File: src/rtl/pit_pkg.sv
package pit_pkg;

    typedef enum logic [1:0] {
        ACC_FREEZE = 2'd0,
        ACC_LO     = 2'd1,
        ACC_HI     = 2'd2,
        ACC_WORD   = 2'd3
    } acc_e;

    typedef enum logic [2:0] {
        MD_TERM    = 3'd0,
        MD_ONESHOT = 3'd1,
        MD_RATE    = 3'd2,
        MD_SQUARE  = 3'd3,
        MD_SWSTB   = 3'd4,
        MD_HWSTB   = 3'd5
    } mode_e;

    typedef enum logic [2:0] {
        ST_IDLE,
        ST_ARMED,
        ST_RUN,
        ST_STROBE,
        ST_DONE
    } state_e;

endpackage

File: src/rtl/pit_ctrl_decode.sv
module pit_ctrl_decode #(
    parameter int CH_N = 3,
    parameter int AW   = 2
) (
    input  logic [AW-1:0]   addr,
    input  logic            wr_en,
    input  logic            rd_en,
    input  logic [1:0]      sel,
    input  logic [1:0]      acc,
    input  logic [2:0]      mode,
    output logic [CH_N-1:0] cw_wr,
    output logic [CH_N-1:0] freeze_req,
    output logic [CH_N-1:0] data_wr,
    output logic [CH_N-1:0] data_rd
);
    localparam logic [AW-1:0] CW_ADDR = AW'(CH_N);

    logic cfg_access;
    logic mode_legal;

    assign cfg_access = wr_en && (addr == CW_ADDR);
    assign mode_legal = (mode < 3'd6);

    for (genvar g = 0; g < CH_N; g++) begin : g_dec
        logic hit;
        assign hit           = cfg_access && (sel == 2'(g));
        assign cw_wr[g]      = hit && mode_legal && (acc != 2'd0);
        assign freeze_req[g] = hit && (acc == 2'd0);
        assign data_wr[g]    = wr_en && (addr == AW'(g));
        assign data_rd[g]    = rd_en && (addr == AW'(g));
    end

endmodule

File: src/rtl/pit_byte_seq.sv
module pit_byte_seq
    import pit_pkg::*;
#(
    parameter int CNT_W = 16,
    parameter int DW    = 8
) (
    input  logic             clk,
    input  logic             rst_n,
    input  logic             cw_wr,
    input  logic [1:0]       cw_acc,
    input  logic             freeze_req,
    input  logic             data_wr,
    input  logic             data_rd,
    input  logic [DW-1:0]    wbyte,
    input  logic [CNT_W-1:0] cnt_now,
    output logic             load_pulse,
    output logic [CNT_W-1:0] init_val,
    output logic [DW-1:0]    rbyte
);
    acc_e             acc_q;
    logic             wr_hi_q;
    logic             rd_hi_q;
    logic             frozen_q;
    logic [CNT_W-1:0] hold_q;
    logic [DW-1:0]    lo_buf_q;
    logic [CNT_W-1:0] rd_src;
    logic             rd_last;

    // a read is the last one of its value when the access is single-byte or the high half of a pair
    assign rd_last = (acc_q != ACC_WORD) || rd_hi_q;

    always_ff @(posedge clk or negedge rst_n) begin
        if (!rst_n) begin
            acc_q    <= ACC_LO;
            wr_hi_q  <= 1'b0;
            rd_hi_q  <= 1'b0;
            frozen_q <= 1'b0;
            hold_q   <= '0;
            lo_buf_q <= '0;
        end else if (cw_wr) begin
            acc_q    <= acc_e'(cw_acc);
            wr_hi_q  <= 1'b0;
            rd_hi_q  <= 1'b0;
            frozen_q <= 1'b0;
        end else begin
            if (freeze_req && !frozen_q) begin
                frozen_q <= 1'b1;
                hold_q   <= cnt_now;
            end
            if (data_wr && (acc_q == ACC_WORD)) begin
                if (!wr_hi_q) begin
                    lo_buf_q <= wbyte;
                    wr_hi_q  <= 1'b1;
                end else begin
                    wr_hi_q  <= 1'b0;
                end
            end
            if (data_rd) begin
                if (acc_q == ACC_WORD) begin
                    rd_hi_q <= !rd_hi_q;
                end
                if (rd_last) begin
                    frozen_q <= 1'b0;
                end
            end
        end
    end

    always_comb begin
        load_pulse = data_wr && ((acc_q != ACC_WORD) || wr_hi_q);
        unique case (acc_q)
            ACC_HI:   init_val = {wbyte, {DW{1'b0}}};
            ACC_WORD: init_val = {wbyte, lo_buf_q};
            default:  init_val = {{DW{1'b0}}, wbyte};
        endcase
    end

    always_comb begin
        rd_src = frozen_q ? hold_q : cnt_now;
        unique case (acc_q)
            ACC_HI:   rbyte = rd_src[CNT_W-1:DW];
            ACC_WORD: rbyte = rd_hi_q ? rd_src[CNT_W-1:DW] : rd_src[DW-1:0];
            default:  rbyte = rd_src[DW-1:0];
        endcase
    end

    AST_FREEZE_STABLE: assert property (@(posedge clk) disable iff (!rst_n)
        (frozen_q && !cw_wr && !data_rd) |=> (frozen_q && $stable(hold_q)));

endmodule

File: src/rtl/pit_count_core.sv
module pit_count_core
    import pit_pkg::*;
#(
    parameter int CNT_W = 16
) (
    input  logic             clk,
    input  logic             rst_n,
    input  logic             cw_wr,
    input  logic [2:0]       cw_mode,
    input  logic             cw_bcd,
    input  logic             load_pulse,
    input  logic [CNT_W-1:0] init_val,
    input  logic             tick,
    input  logic             gate,
    output logic [CNT_W-1:0] cnt_q,
    output logic             out_q
);
    localparam int               DIGITS = CNT_W / 4;
    localparam logic [CNT_W-1:0] ONE    = CNT_W'(1);

    function automatic logic [CNT_W-1:0] count_dec(input logic [CNT_W-1:0] v, input logic dec_fmt);
        logic [CNT_W-1:0] r;
        logic             borrow;
        r      = v;
        borrow = 1'b1;
        if (!dec_fmt) begin
            r = v - ONE;
        end else begin
            for (int d = 0; d < DIGITS; d++) begin
                if (borrow) begin
                    if (r[d*4 +: 4] == 4'd0) begin
                        r[d*4 +: 4] = 4'd9;
                    end else begin
                        r[d*4 +: 4] = r[d*4 +: 4] - 4'd1;
                        borrow      = 1'b0;
                    end
                end
            end
        end
        return r;
    endfunction

    function automatic logic [CNT_W-1:0] count_half(input logic [CNT_W-1:0] v, input logic dec_fmt);
        logic [CNT_W-1:0] r;
        logic             carry;
        logic [4:0]       part;
        r     = '0;
        carry = 1'b0;
        if (v == '0) begin
            r = dec_fmt ? (CNT_W'(5) << (CNT_W - 4)) : (ONE << (CNT_W - 1));
        end else if (!dec_fmt) begin
            r = v >> 1;
        end else begin
            for (int d = DIGITS - 1; d >= 0; d--) begin
                part        = 5'(v[d*4 +: 4]) + (carry ? 5'd10 : 5'd0);
                r[d*4 +: 4] = part[4:1];
                carry       = part[0];
            end
        end
        return r;
    endfunction

    state_e           state_q, state_d;
    mode_e            mode_q;
    logic             bcd_q;
    logic [CNT_W-1:0] init_q;
    logic [CNT_W-1:0] half_q;
    logic [CNT_W-1:0] cnt_d;
    logic [CNT_W-1:0] nxt;
    logic             out_d;
    logic             gate_q;
    logic             gate_rise;
    logic             trig_mode;
    logic             retrig;
    logic             advance;

    assign nxt       = count_dec(cnt_q, bcd_q);
    assign gate_rise = gate && !gate_q;
    assign trig_mode = (mode_q == MD_ONESHOT) || (mode_q == MD_HWSTB);
    assign retrig    = trig_mode && gate_rise && (state_q != ST_IDLE);
    assign advance   = tick && (trig_mode || gate);

    // state register
    always_ff @(posedge clk or negedge rst_n) begin
        if (!rst_n) begin
            state_q <= ST_IDLE;
            cnt_q   <= '0;
            out_q   <= 1'b0;
            gate_q  <= 1'b0;
            mode_q  <= MD_TERM;
            bcd_q   <= 1'b0;
            init_q  <= '0;
            half_q  <= '0;
        end else begin
            state_q <= state_d;
            cnt_q   <= cnt_d;
            out_q   <= out_d;
            gate_q  <= gate;
            if (cw_wr) begin
                mode_q <= mode_e'(cw_mode);
                bcd_q  <= cw_bcd;
            end else if (load_pulse) begin
                init_q <= init_val;
                half_q <= count_half(init_val, bcd_q);
            end
        end
    end

    // next state and count
    always_comb begin
        state_d = state_q;
        cnt_d   = cnt_q;
        if (cw_wr) begin
            state_d = ST_IDLE;
        end else if (load_pulse) begin
            cnt_d   = init_val;
            state_d = trig_mode ? ST_ARMED : ST_RUN;
        end else if (retrig) begin
            cnt_d   = init_q;
            state_d = ST_RUN;
        end else if (advance) begin
            unique case (state_q)
                ST_RUN: begin
                    case (mode_q)
                        MD_RATE:   cnt_d = (cnt_q == ONE) ? init_q : nxt;
                        MD_SQUARE: cnt_d = (nxt == '0) ? init_q : nxt;
                        MD_TERM: begin
                            cnt_d = nxt;
                            if (nxt == '0) state_d = ST_DONE;
                        end
                        MD_ONESHOT: begin
                            cnt_d = nxt;
                            if (nxt == '0) state_d = ST_ARMED;
                        end
                        default: begin
                            cnt_d = nxt;
                            if (nxt == '0) state_d = ST_STROBE;
                        end
                    endcase
                end
                ST_STROBE: state_d = (mode_q == MD_HWSTB) ? ST_ARMED : ST_DONE;
                default: ;
            endcase
        end
    end

    // output level
    always_comb begin
        out_d = out_q;
        if (cw_wr) begin
            out_d = (cw_mode != 3'd0);
        end else if (load_pulse) begin
            out_d = (mode_q != MD_TERM);
        end else if (retrig) begin
            out_d = (mode_q != MD_ONESHOT);
        end else if (advance) begin
            unique case (state_q)
                ST_RUN: begin
                    case (mode_q)
                        MD_TERM, MD_ONESHOT: begin
                            if (nxt == '0) out_d = 1'b1;
                        end
                        MD_RATE: begin
                            if (nxt == ONE) out_d = 1'b0;
                            else if (cnt_q == ONE) out_d = 1'b1;
                        end
                        MD_SQUARE: begin
                            if (nxt == '0) out_d = 1'b1;
                            else if (nxt == half_q) out_d = 1'b0;
                        end
                        default: begin
                            if (nxt == '0) out_d = 1'b0;
                        end
                    endcase
                end
                ST_STROBE: out_d = 1'b1;
                default: ;
            endcase
        end
    end

    AST_CFG_IDLE_LEVEL: assert property (@(posedge clk) disable iff (!rst_n)
        cw_wr |=> (state_q == ST_IDLE && out_q == (mode_q != MD_TERM)));
    AST_NO_TICK_HOLD: assert property (@(posedge clk) disable iff (!rst_n)
        (state_q == ST_RUN && !tick && !cw_wr && !load_pulse && !gate_rise) |=> $stable(cnt_q));
    AST_TERM_LOW_RUN: assert property (@(posedge clk) disable iff (!rst_n)
        (mode_q == MD_TERM && state_q == ST_RUN) |-> !out_q);
    AST_STROBE_LOW: assert property (@(posedge clk) disable iff (!rst_n)
        (state_q == ST_STROBE) |-> !out_q);

endmodule

File: src/rtl/pit_timer.sv
module pit_timer #(
    parameter int CH_N  = 3,
    parameter int CNT_W = 16,
    parameter int AW    = 2,
    parameter int DW    = 8
) (
    input  logic            clk,
    input  logic            rst_n,
    input  logic [AW-1:0]   bus_addr,
    input  logic            bus_wr,
    input  logic            bus_rd,
    input  logic [DW-1:0]   bus_wdata,
    output logic [DW-1:0]   bus_rdata,
    input  logic [CH_N-1:0] count_en,
    input  logic [CH_N-1:0] gate_in,
    output logic [CH_N-1:0] timer_out
);
    logic [CH_N-1:0] cw_wr_v;
    logic [CH_N-1:0] freeze_v;
    logic [CH_N-1:0] dwr_v;
    logic [CH_N-1:0] drd_v;
    logic [DW-1:0]   rbyte [CH_N];

    pit_ctrl_decode #(
        .CH_N (CH_N),
        .AW   (AW)
    ) u_dec (
        .addr       (bus_addr),
        .wr_en      (bus_wr),
        .rd_en      (bus_rd),
        .sel        (bus_wdata[7:6]),
        .acc        (bus_wdata[5:4]),
        .mode       (bus_wdata[3:1]),
        .cw_wr      (cw_wr_v),
        .freeze_req (freeze_v),
        .data_wr    (dwr_v),
        .data_rd    (drd_v)
    );

    for (genvar g = 0; g < CH_N; g++) begin : g_ch
        logic             load_pulse;
        logic [CNT_W-1:0] init_val;
        logic [CNT_W-1:0] cnt_now;

        pit_byte_seq #(
            .CNT_W (CNT_W),
            .DW    (DW)
        ) u_seq (
            .clk        (clk),
            .rst_n      (rst_n),
            .cw_wr      (cw_wr_v[g]),
            .cw_acc     (bus_wdata[5:4]),
            .freeze_req (freeze_v[g]),
            .data_wr    (dwr_v[g]),
            .data_rd    (drd_v[g]),
            .wbyte      (bus_wdata),
            .cnt_now    (cnt_now),
            .load_pulse (load_pulse),
            .init_val   (init_val),
            .rbyte      (rbyte[g])
        );

        pit_count_core #(
            .CNT_W (CNT_W)
        ) u_core (
            .clk        (clk),
            .rst_n      (rst_n),
            .cw_wr      (cw_wr_v[g]),
            .cw_mode    (bus_wdata[3:1]),
            .cw_bcd     (bus_wdata[0]),
            .load_pulse (load_pulse),
            .init_val   (init_val),
            .tick       (count_en[g]),
            .gate       (gate_in[g]),
            .cnt_q      (cnt_now),
            .out_q      (timer_out[g])
        );
    end

    always_comb begin
        bus_rdata = '0;
        for (int g = 0; g < CH_N; g++) begin
            if (bus_addr == AW'(g)) bus_rdata = rbyte[g];
        end
    end

    AST_CFG_ONEHOT: assert property (@(posedge clk) disable iff (!rst_n)
        $onehot0(cw_wr_v | freeze_v));
    AST_BAD_CHANNEL: assert property (@(posedge clk) disable iff (!rst_n)
        (bus_wr && bus_addr == AW'(CH_N) && bus_wdata[7:6] == 2'b11) |-> (cw_wr_v == '0 && freeze_v == '0));

endmodule

File: config.mk
export PLATFORM = sky130hd
export DESIGN_NAME = pit_timer
export DESIGN_NICKNAME = d
export VERILOG_FILES = /design/src/rtl/pit_pkg.sv /design/src/rtl/pit_ctrl_decode.sv /design/src/rtl/pit_byte_seq.sv /design/src/rtl/pit_count_core.sv /design/src/rtl/pit_timer.sv
export SDC_FILE = /design/constraint.sdc
export NUM_CORES = 1
export LEC_CHECK = 0
export BUFFER_PORTS_ARGS = -buffer_cell sky130_fd_sc_hd__buf_2
export CAP_MARGIN = 20
export CORE_MARGIN = 3
export CORE_UTILIZATION = 40
export CTS_CLUSTER_DIAMETER = 80
export DETAILED_ROUTE_END_ITERATION = 10
export SETUP_SLACK_MARGIN = 0.5
export SLEW_MARGIN = 20
export SYNTH_ARGS = -nofsm -noshare
export SYNTH_HDL_FRONTEND = slang
export SYNTH_SLANG_ARGS = --single-unit
File: constraint.sdc
create_clock -name clk -period 6.4 [get_ports clk]
set_input_delay 0.64 -clock clk [delete_from_list [all_inputs] [get_ports clk]]
set_output_delay 0.64 -clock clk [all_outputs]
set_load 0.02 [all_outputs]
==> results of run 1 <==
-- critical path, cell delays in order, from the launching register on --
cell and delay, ps:
dfrtp_1 510, inv_1 160, ha_1 420, nand2_1 250, a2111oi_0 900, xnor2_1 270, nand4_1 160, nor4_1 530
nand2_1 330, o21ai_2 550, a221oi_1 180, o31ai_1 260
-- cell families (layout without fill, tap and decap cells) --
logic type               after synthesis  after routing  synth area share [%]
flip-flops                           258            258                  37.9
buffers and inverters                197            164                  4.53
AND/OR/NAND/NOR                      682            682                  19.5
adder cells (fa/ha/maj)               36             36                  2.64
multiplexers                         147            147                  11.1
AO/OA/AOI/OAI                        512            512                  20.0
XOR/XNOR                              85             85                  4.45
-- layout by cell type, fill, tap and decap left out, types with 8 or more instances in the layout --
cell and n:
o211a_1 8, mux2i_1 32, nor2_1 186, clkbuf_16 31, mux2_2 90, dfrtp_1 255
and2_1 17, a31oi_1 24, nand4_1 21, a21oi_1 110, a221oi_1 15, or4_1 16
clkbuf_8 8, o221ai_1 13, nor3_1 50, o22ai_1 16, xor2_1 43, nand2_1 214
o21ai_1 15, a21o_1 10, mux4_2 24, nand2b_1 14, a211oi_1 8, nor4_1 27
a22o_1 29, o31ai_1 36, buf_2 29, nor2b_1 18, a221o_1 12, inv_1 52
nand3_1 40, o211ai_1 19, or2_2 13, xnor2_1 41, a22oi_1 10, buf_4 24
or3_1 15, ha_1 36, o21ai_0 119
-- how the worst max path moves through the flow --
stage | endpoint | slack, ps | depth (start not counted)
2_1_floorplan | g_ch[2].u_core.state_q[0]$_DFFE_PN0P_ | 2770 | 12
3_3_place_gp | g_ch[2].u_core.cnt_q[14]$_DFFE_PN0P_ | 2150 | 11
3_5_place_dp | g_ch[0].u_core.cnt_q[8]$_DFFE_PN0P_ | 1910 | 11
4_1_cts | g_ch[0].u_core.cnt_q[8]$_DFFE_PN0P_ | 1880 | 11
5_1_grt | g_ch[0].u_core.cnt_q[8]$_DFFE_PN0P_ | 1520 | 11
6_report | g_ch[0].u_core.cnt_q[8]$_DFFE_PN0P_ | 1800 | 11
-- metal layers --
layer | vias to the layer above | share of wire (%)
met5 | - | 0.074
met4 | 6 | 2.0
met3 | 83 | 6.9
met2 | 529 | 44
met1 | 7408 | 47
li1 | 6916 | -
-- area by class of cell --
type,instances,area (sq um)
clock inverters,13,180
flip-flops and latches,258,6460
inverters,53,199
repair buffers,54,340
multi-input cells,1462,9830
clock buffers,44,905
fillers,4070,22900
well taps,532,666
-- state kept, by name, indices dropped and copies added (netlist names), 6 cells and up --
name,count
g_ch.u_core.state_q,9
g_ch.u_core.cnt_q,48
g_ch.u_seq.hold_q,48
g_ch.u_core.mode_q,9
g_ch.u_seq.lo_buf_q,24
g_ch.u_core.half_q,48
g_ch.u_core.init_q,48
g_ch.u_seq.acc_q,6
-- power groups by stage --
stage | logic (uW) | clock network [uW] | registers, uW
6_report | 3520 | 1890 | 2930
5_1_grt | 3870 | 2000 | 3010
4_1_cts | 3480 | 1930 | 2900
3_5_place_dp | 3460 | 0 | 2920
3_3_place_gp | 3440 | 0 | 2910
2_1_floorplan | 2920 | 0 | 2420
-- metrics by stage --
step	utilization, %	total power [uW]	std cells	hold WS, ps
after floorplan	-	5340	1917	344
after global placement	42.2	6350	2359	462
after detailed placement	42.2	6390	2359	470
after CTS	44.8	8320	2416	72.5
after global routing	44.8	8880	2416	63.7
final	44.8	8330	2416	24.7
==> impl_metrics.env, run 1 <==
export IMPL_cts_resized=0
export IMPL_io_buffers=30
export IMPL_drt_first_iter_violations=1467
export IMPL_rows=74
export IMPL_drc=0
export IMPL_wl_per_cell_um=22.3
export IMPL_clock_latency_ps=590
export IMPL_rr_startpoint="g_ch[0].u_core.cnt_q[0]$_DFFE_PN0P_"
export IMPL_clock_power_share_pct=22.7
export IMPL_reg2reg_slack_ps=1800
export IMPL_drive_gt1_share_pct=14.1
export IMPL_slew_violations=0
export IMPL_seq_power_share_pct=35.1
export IMPL_viasPerCell=6.18
export IMPL_ctsLongestPathBuffers=3
export IMPL_critPathRequiredTime_ps=6890
export IMPL_final_area_sq_mm=0.0186
export IMPL_core_sq_mm=0.0415
export IMPL_p_leak_uw=0.00806
export IMPL_worst_slew_pin_slew_ps=1070
export IMPL_clk_pin_slew_ps=70
export IMPL_start_kind="flop"
export IMPL_period_share_pct=71.8
export IMPL_syn2layout_area_growth_pct=9.05
export IMPL_synth_top_cells_by_count="255 x dfrtp_1, 214 x nand2_1, 186 x nor2_1"
export IMPL_power_density_mw_per_mm2=448
export IMPL_fin_nets=1916
export IMPL_hold_buffers=0
export IMPL_grt_usage_pct=23.9
export IMPL_syn_num_nets=1973
export IMPL_hp_class="input port to asynchronous set/reset pin"
export IMPL_final_antenna_net_count=0
export IMPL_reg2regPathDepth=11
export IMPL_slew_headroom_pct=28.4
export IMPL_hold_viol=0
export IMPL_grt_pass1_wl_um=85200
export IMPL_grt_start_max_net_pins=89
export IMPL_worst_slack_ps=1800
export IMPL_yosys_cell_types_count=89
export IMPL_finalSetupTns_ps=0
export IMPL_postCtsSetupBuffers=0
export IMPL_place_congestion=0.950
export IMPL_routed_wl_um=54000
export IMPL_setup_viol=0
export IMPL_vias=14942
export IMPL_die_h_um=212
export IMPL_grtUsageMet2_pct=36.3
export IMPL_postPlaceCellArea_sq_mm=0.0175
export IMPL_worstSetupEndpointType="flop"
export IMPL_die_width_um=212
export IMPL_critPathLaunch="g_ch[0].u_core.cnt_q[0]$_DFFE_PN0P_"
export IMPL_peakVddDrop_uv=293
export IMPL_timing_fmax_ghz=0.218
export IMPL_p_sw_uw=3580
export IMPL_pre_cts_ws_ps=1910
export IMPL_start_util_pct=41.1
export IMPL_crit_fanout=12
export IMPL_diodes=0
export IMPL_grt_pass1_vias=14079
export IMPL_die_area_sq_mm=0.0451
export IMPL_syn_area_sq_mm=0.0170
export IMPL_cts_root_buf="clkbuf_16"
export IMPL_first_pass_iters=7
export IMPL_grt_setup_unrepaired="no"
export IMPL_netlist_top_cells_area="dfrtp_1 37%, mux2_2 5.9%, nand2_1 4.7%, nor2_1 4.1%, o21ai_0 3.5%"
export IMPL_antenna_found_initial=3
export IMPL_ys_ff_latch=258
export IMPL_synth_edf_count=0
export IMPL_clock_sinks=258
export IMPL_yosysTopAreaCell="dfrtp_1"
export IMPL_pin_count=31
export IMPL_ys_seq_area_share_pct=37.9
export IMPL_cts_buffers=31
export IMPL_syn_instance_count=1917
export IMPL_yosys_area_top_type_share_pct=37.4
export IMPL_grt_overflow=0
export IMPL_htreeDepth=1
export IMPL_min_period_ps=4600
export IMPL_yosysMostFrequentCell="dfrtp_1"
export IMPL_swShare_pct=42.9
export IMPL_cts_tree="yes"
export IMPL_async_reset_ff_share_pct=100
export IMPL_drv_cap=0
export IMPL_worstSetupPathType="flop to flop"
export IMPL_status="finished clean"
export IMPL_comb_power_share_pct=42.2
export IMPL_r2r_end="g_ch[0].u_core.cnt_q[8]$_DFFE_PN0P_"
export IMPL_grt_busiest_layer="met2"
export IMPL_ys_warn_count=0
export IMPL_synth_flop_cell="dfrtp_1"
export IMPL_cp_arrival_ps=5090
export IMPL_dp_hpwl_um=39000
export IMPL_intPower_uw=4760
export IMPL_synth_avg_cell_area_sq_um=8.89
export IMPL_use_met1_pct=36.2
export IMPL_grtUsageMet3_pct=3.69
export IMPL_fin_skew_ps=13.7
(Power assumes the default switching activity.)
==> inputs of run 2 (changes only) <==
==> constraint.sdc (replaced) <==
create_clock -name clk -period 3.7 [get_ports clk]
set_input_delay 0.37 -clock clk [delete_from_list [all_inputs] [get_ports clk]]
set_output_delay 0.37 -clock clk [all_outputs]
set_load 0.02 [all_outputs]
==> impl_metrics.env, run 2 (synthesized netlist as in run 1, its figures left out) <==
export IMPL_cts_buffers=30
export IMPL_final_antenna_net_count=0
export IMPL_postPlaceCellArea_sq_mm=0.0184
export IMPL_wl_per_cell_um=22.0
export IMPL_fin_skew_ps=9.38
export IMPL_power_density_mw_per_mm2=781
export IMPL_cts_root_buf="clkbuf_16"
export IMPL_clk_pin_slew_ps=60
export IMPL_drive_gt1_share_pct=27.1
export IMPL_pre_cts_ws_ps=177
export IMPL_final_common_cell="dfrtp_1"
export IMPL_slew_violations=0
export IMPL_grt_usage_pct=24.7
export IMPL_critPathMaxStageDelay_ps=540
export IMPL_rows=74
export IMPL_grt_pass1_vias=14993
export IMPL_place_congestion=0.941
export IMPL_slew_headroom_pct=29.4
export IMPL_status="finished clean"
export IMPL_first_pass_iters=6
export IMPL_diodes=0
export IMPL_grt_setup_unrepaired="yes"
export IMPL_crit_chain="or4_4 -> o211a_1 -> or4_4 -> or4b_4 -> or4b_4 -> a31oi_1 -> nor2_1 -> nor3_1 -> a2bb2oi_2"
export IMPL_core_sq_mm=0.0415
export IMPL_crit_fanout=3
export IMPL_setup_viol=0
export IMPL_viasPerCell=6.11
export IMPL_cp_arrival_ps=3830
export IMPL_die_h_um=212
export IMPL_period_share_pct=91.3
export IMPL_ctsLongestPathBuffers=3
export IMPL_syn2layout_area_growth_pct=22.0
export IMPL_drc=0
export IMPL_final_area_sq_mm=0.0208
export IMPL_cts_tree="yes"
export IMPL_peakVddDrop_uv=376
export IMPL_start_util_pct=41.1
export IMPL_hp_class="input port to flop"
export IMPL_io_buffers=30
export IMPL_die_area_sq_mm=0.0451
export IMPL_min_period_ps=3380
export IMPL_vias=15836
export IMPL_grt_start_max_net_pins=101
export IMPL_pin_count=31
export IMPL_p_leak_uw=0.00905
export IMPL_htreeDepth=1
export IMPL_finalSetupTns_ps=0
export IMPL_clock_sinks=258
export IMPL_drv_cap=0
export IMPL_drt_first_iter_violations=1521
export IMPL_worstSetupEndpointType="flop"
export IMPL_hold_viol=0
export IMPL_critPathRequiredTime_ps=4150
export IMPL_die_width_um=212
export IMPL_timing_fmax_ghz=0.296
export IMPL_layout_common_cells="241 x dfrtp_1, 209 x nand2_1, 182 x buf_4"
export IMPL_dp_hpwl_um=41000
export IMPL_fin_nets=2091
export IMPL_grt_overflow=0
export IMPL_cp_slowest_cell="or4_4"
export IMPL_start_kind="flop"
export IMPL_placed_cells=2465
export IMPL_final_cell_count_no_fill=2591
export IMPL_routed_wl_um=56900
export IMPL_grt_pass1_wl_um=88200
export IMPL_clock_latency_ps=570
export IMPL_worst_slew_pin_slew_ps=1050
export IMPL_worstSetupPathType="flop to flop"
export IMPL_antenna_found_initial=2
export IMPL_worst_slack_ps=321
-- run 2: cell types whose count changed in the layout (fill, tap and decap cells not counted), moves of 7 or more --
cell      change
buf_4       +158
dfrtp_1      -14
dfrtp_2      +14
buf_6        +12
nor4_1       -11
or4_1        -10
or4_4        +10
a21oi_1       -9
o21ai_0       -8
a21oi_2       +7
a221oi_1      -7
nor3_1        -7
-- run 2: what timing repair did --
item / CTS / global route
pin swaps: 48 / 52
resized for setup: 67 / 90
hold buffers: 4 / 0
gates cloned: 0 / 0
buffers inserted: 43 / 23
endpoints found under the hold margin: 98 / 0
setup endpoints to repair: 66 / 64
-- run 2: where the power goes --
group | total, uW | switching, uW | internal (uW)
Clock | 3290 | 1260 | 2020
Combinational | 8330 | 4570 | 3760
Sequential | 4620 | 937 | 3690
Total | 16200 | 6770 | 9470
-- run 2: cell type report --
type	count	area [sq um]
Inverter	53	201
Tap cell	532	666
Clock buffer	43	891
Sequential cell	258	6480
Fill cell	3884	20700
Timing Repair Buffer	230	1740
Clock inverter	13	209
Multi-Input combinational cell	1462	10600
-- run 2: worst paths after layout --
check	start	endpoint	slack, ps	cells after the start
worst max-delay path	g_ch[1].u_core.cnt_q[1]$_DFFE_PN0P_	g_ch[1].u_core.out_q$_DFFE_PN0P_	320	9
worst min-delay path	count_en[1]	g_ch[1].u_core.state_q[2]$_DFFE_PN0P_	190	5
worst max register to register	g_ch[1].u_core.cnt_q[1]$_DFFE_PN0P_	g_ch[1].u_core.out_q$_DFFE_PN0P_	320	9
worst min register to register	g_ch[1].u_seq.hold_q[0]$_DFFE_PN0P_	g_ch[1].u_seq.hold_q[0]$_DFFE_PN0P_	480	2
max in group asynchronous	rst_n	g_ch[1].u_seq.acc_q[0]$_DFFE_PN1P_	2260	3
min in group asynchronous	rst_n	g_ch[2].u_core.state_q[1]$_DFFE_PN0P_	410	2
-- run 2: worst max-delay path, delay by kind of cell (launching register included) --
family / cells / cell delay (ps)
flip-flops: 1 / 410
AND/OR/NAND/NOR: 6 / 2400
AO/OA/AOI/OAI: 3 / 450
-- run 2: metrics by stage --
step           total power [uW]  util (%)  hold slack (ps)
2_1_floorplan              9390         -             74.4
3_3_place_gp              11700      44.4              454
3_5_place_dp              11700      44.4              463
4_1_cts                   15600      48.6              164
5_1_grt                   17200      50.1              193
6_report                  16200      50.1              189
-- run 2: per-layer routing --
| metal | vias up | part of all wire [%] | GRT usage [%] |
|---|---|---|---|
| met5 | - | 0.039 | 0 |
| met4 | 4 | 3.1 | 6.91 |
| met3 | 131 | 7.0 | 3.47 |
| met2 | 664 | 46 | 39.4 |
| met1 | 7767 | 44 | 35.3 |
| li1 | 7270 | - | - |
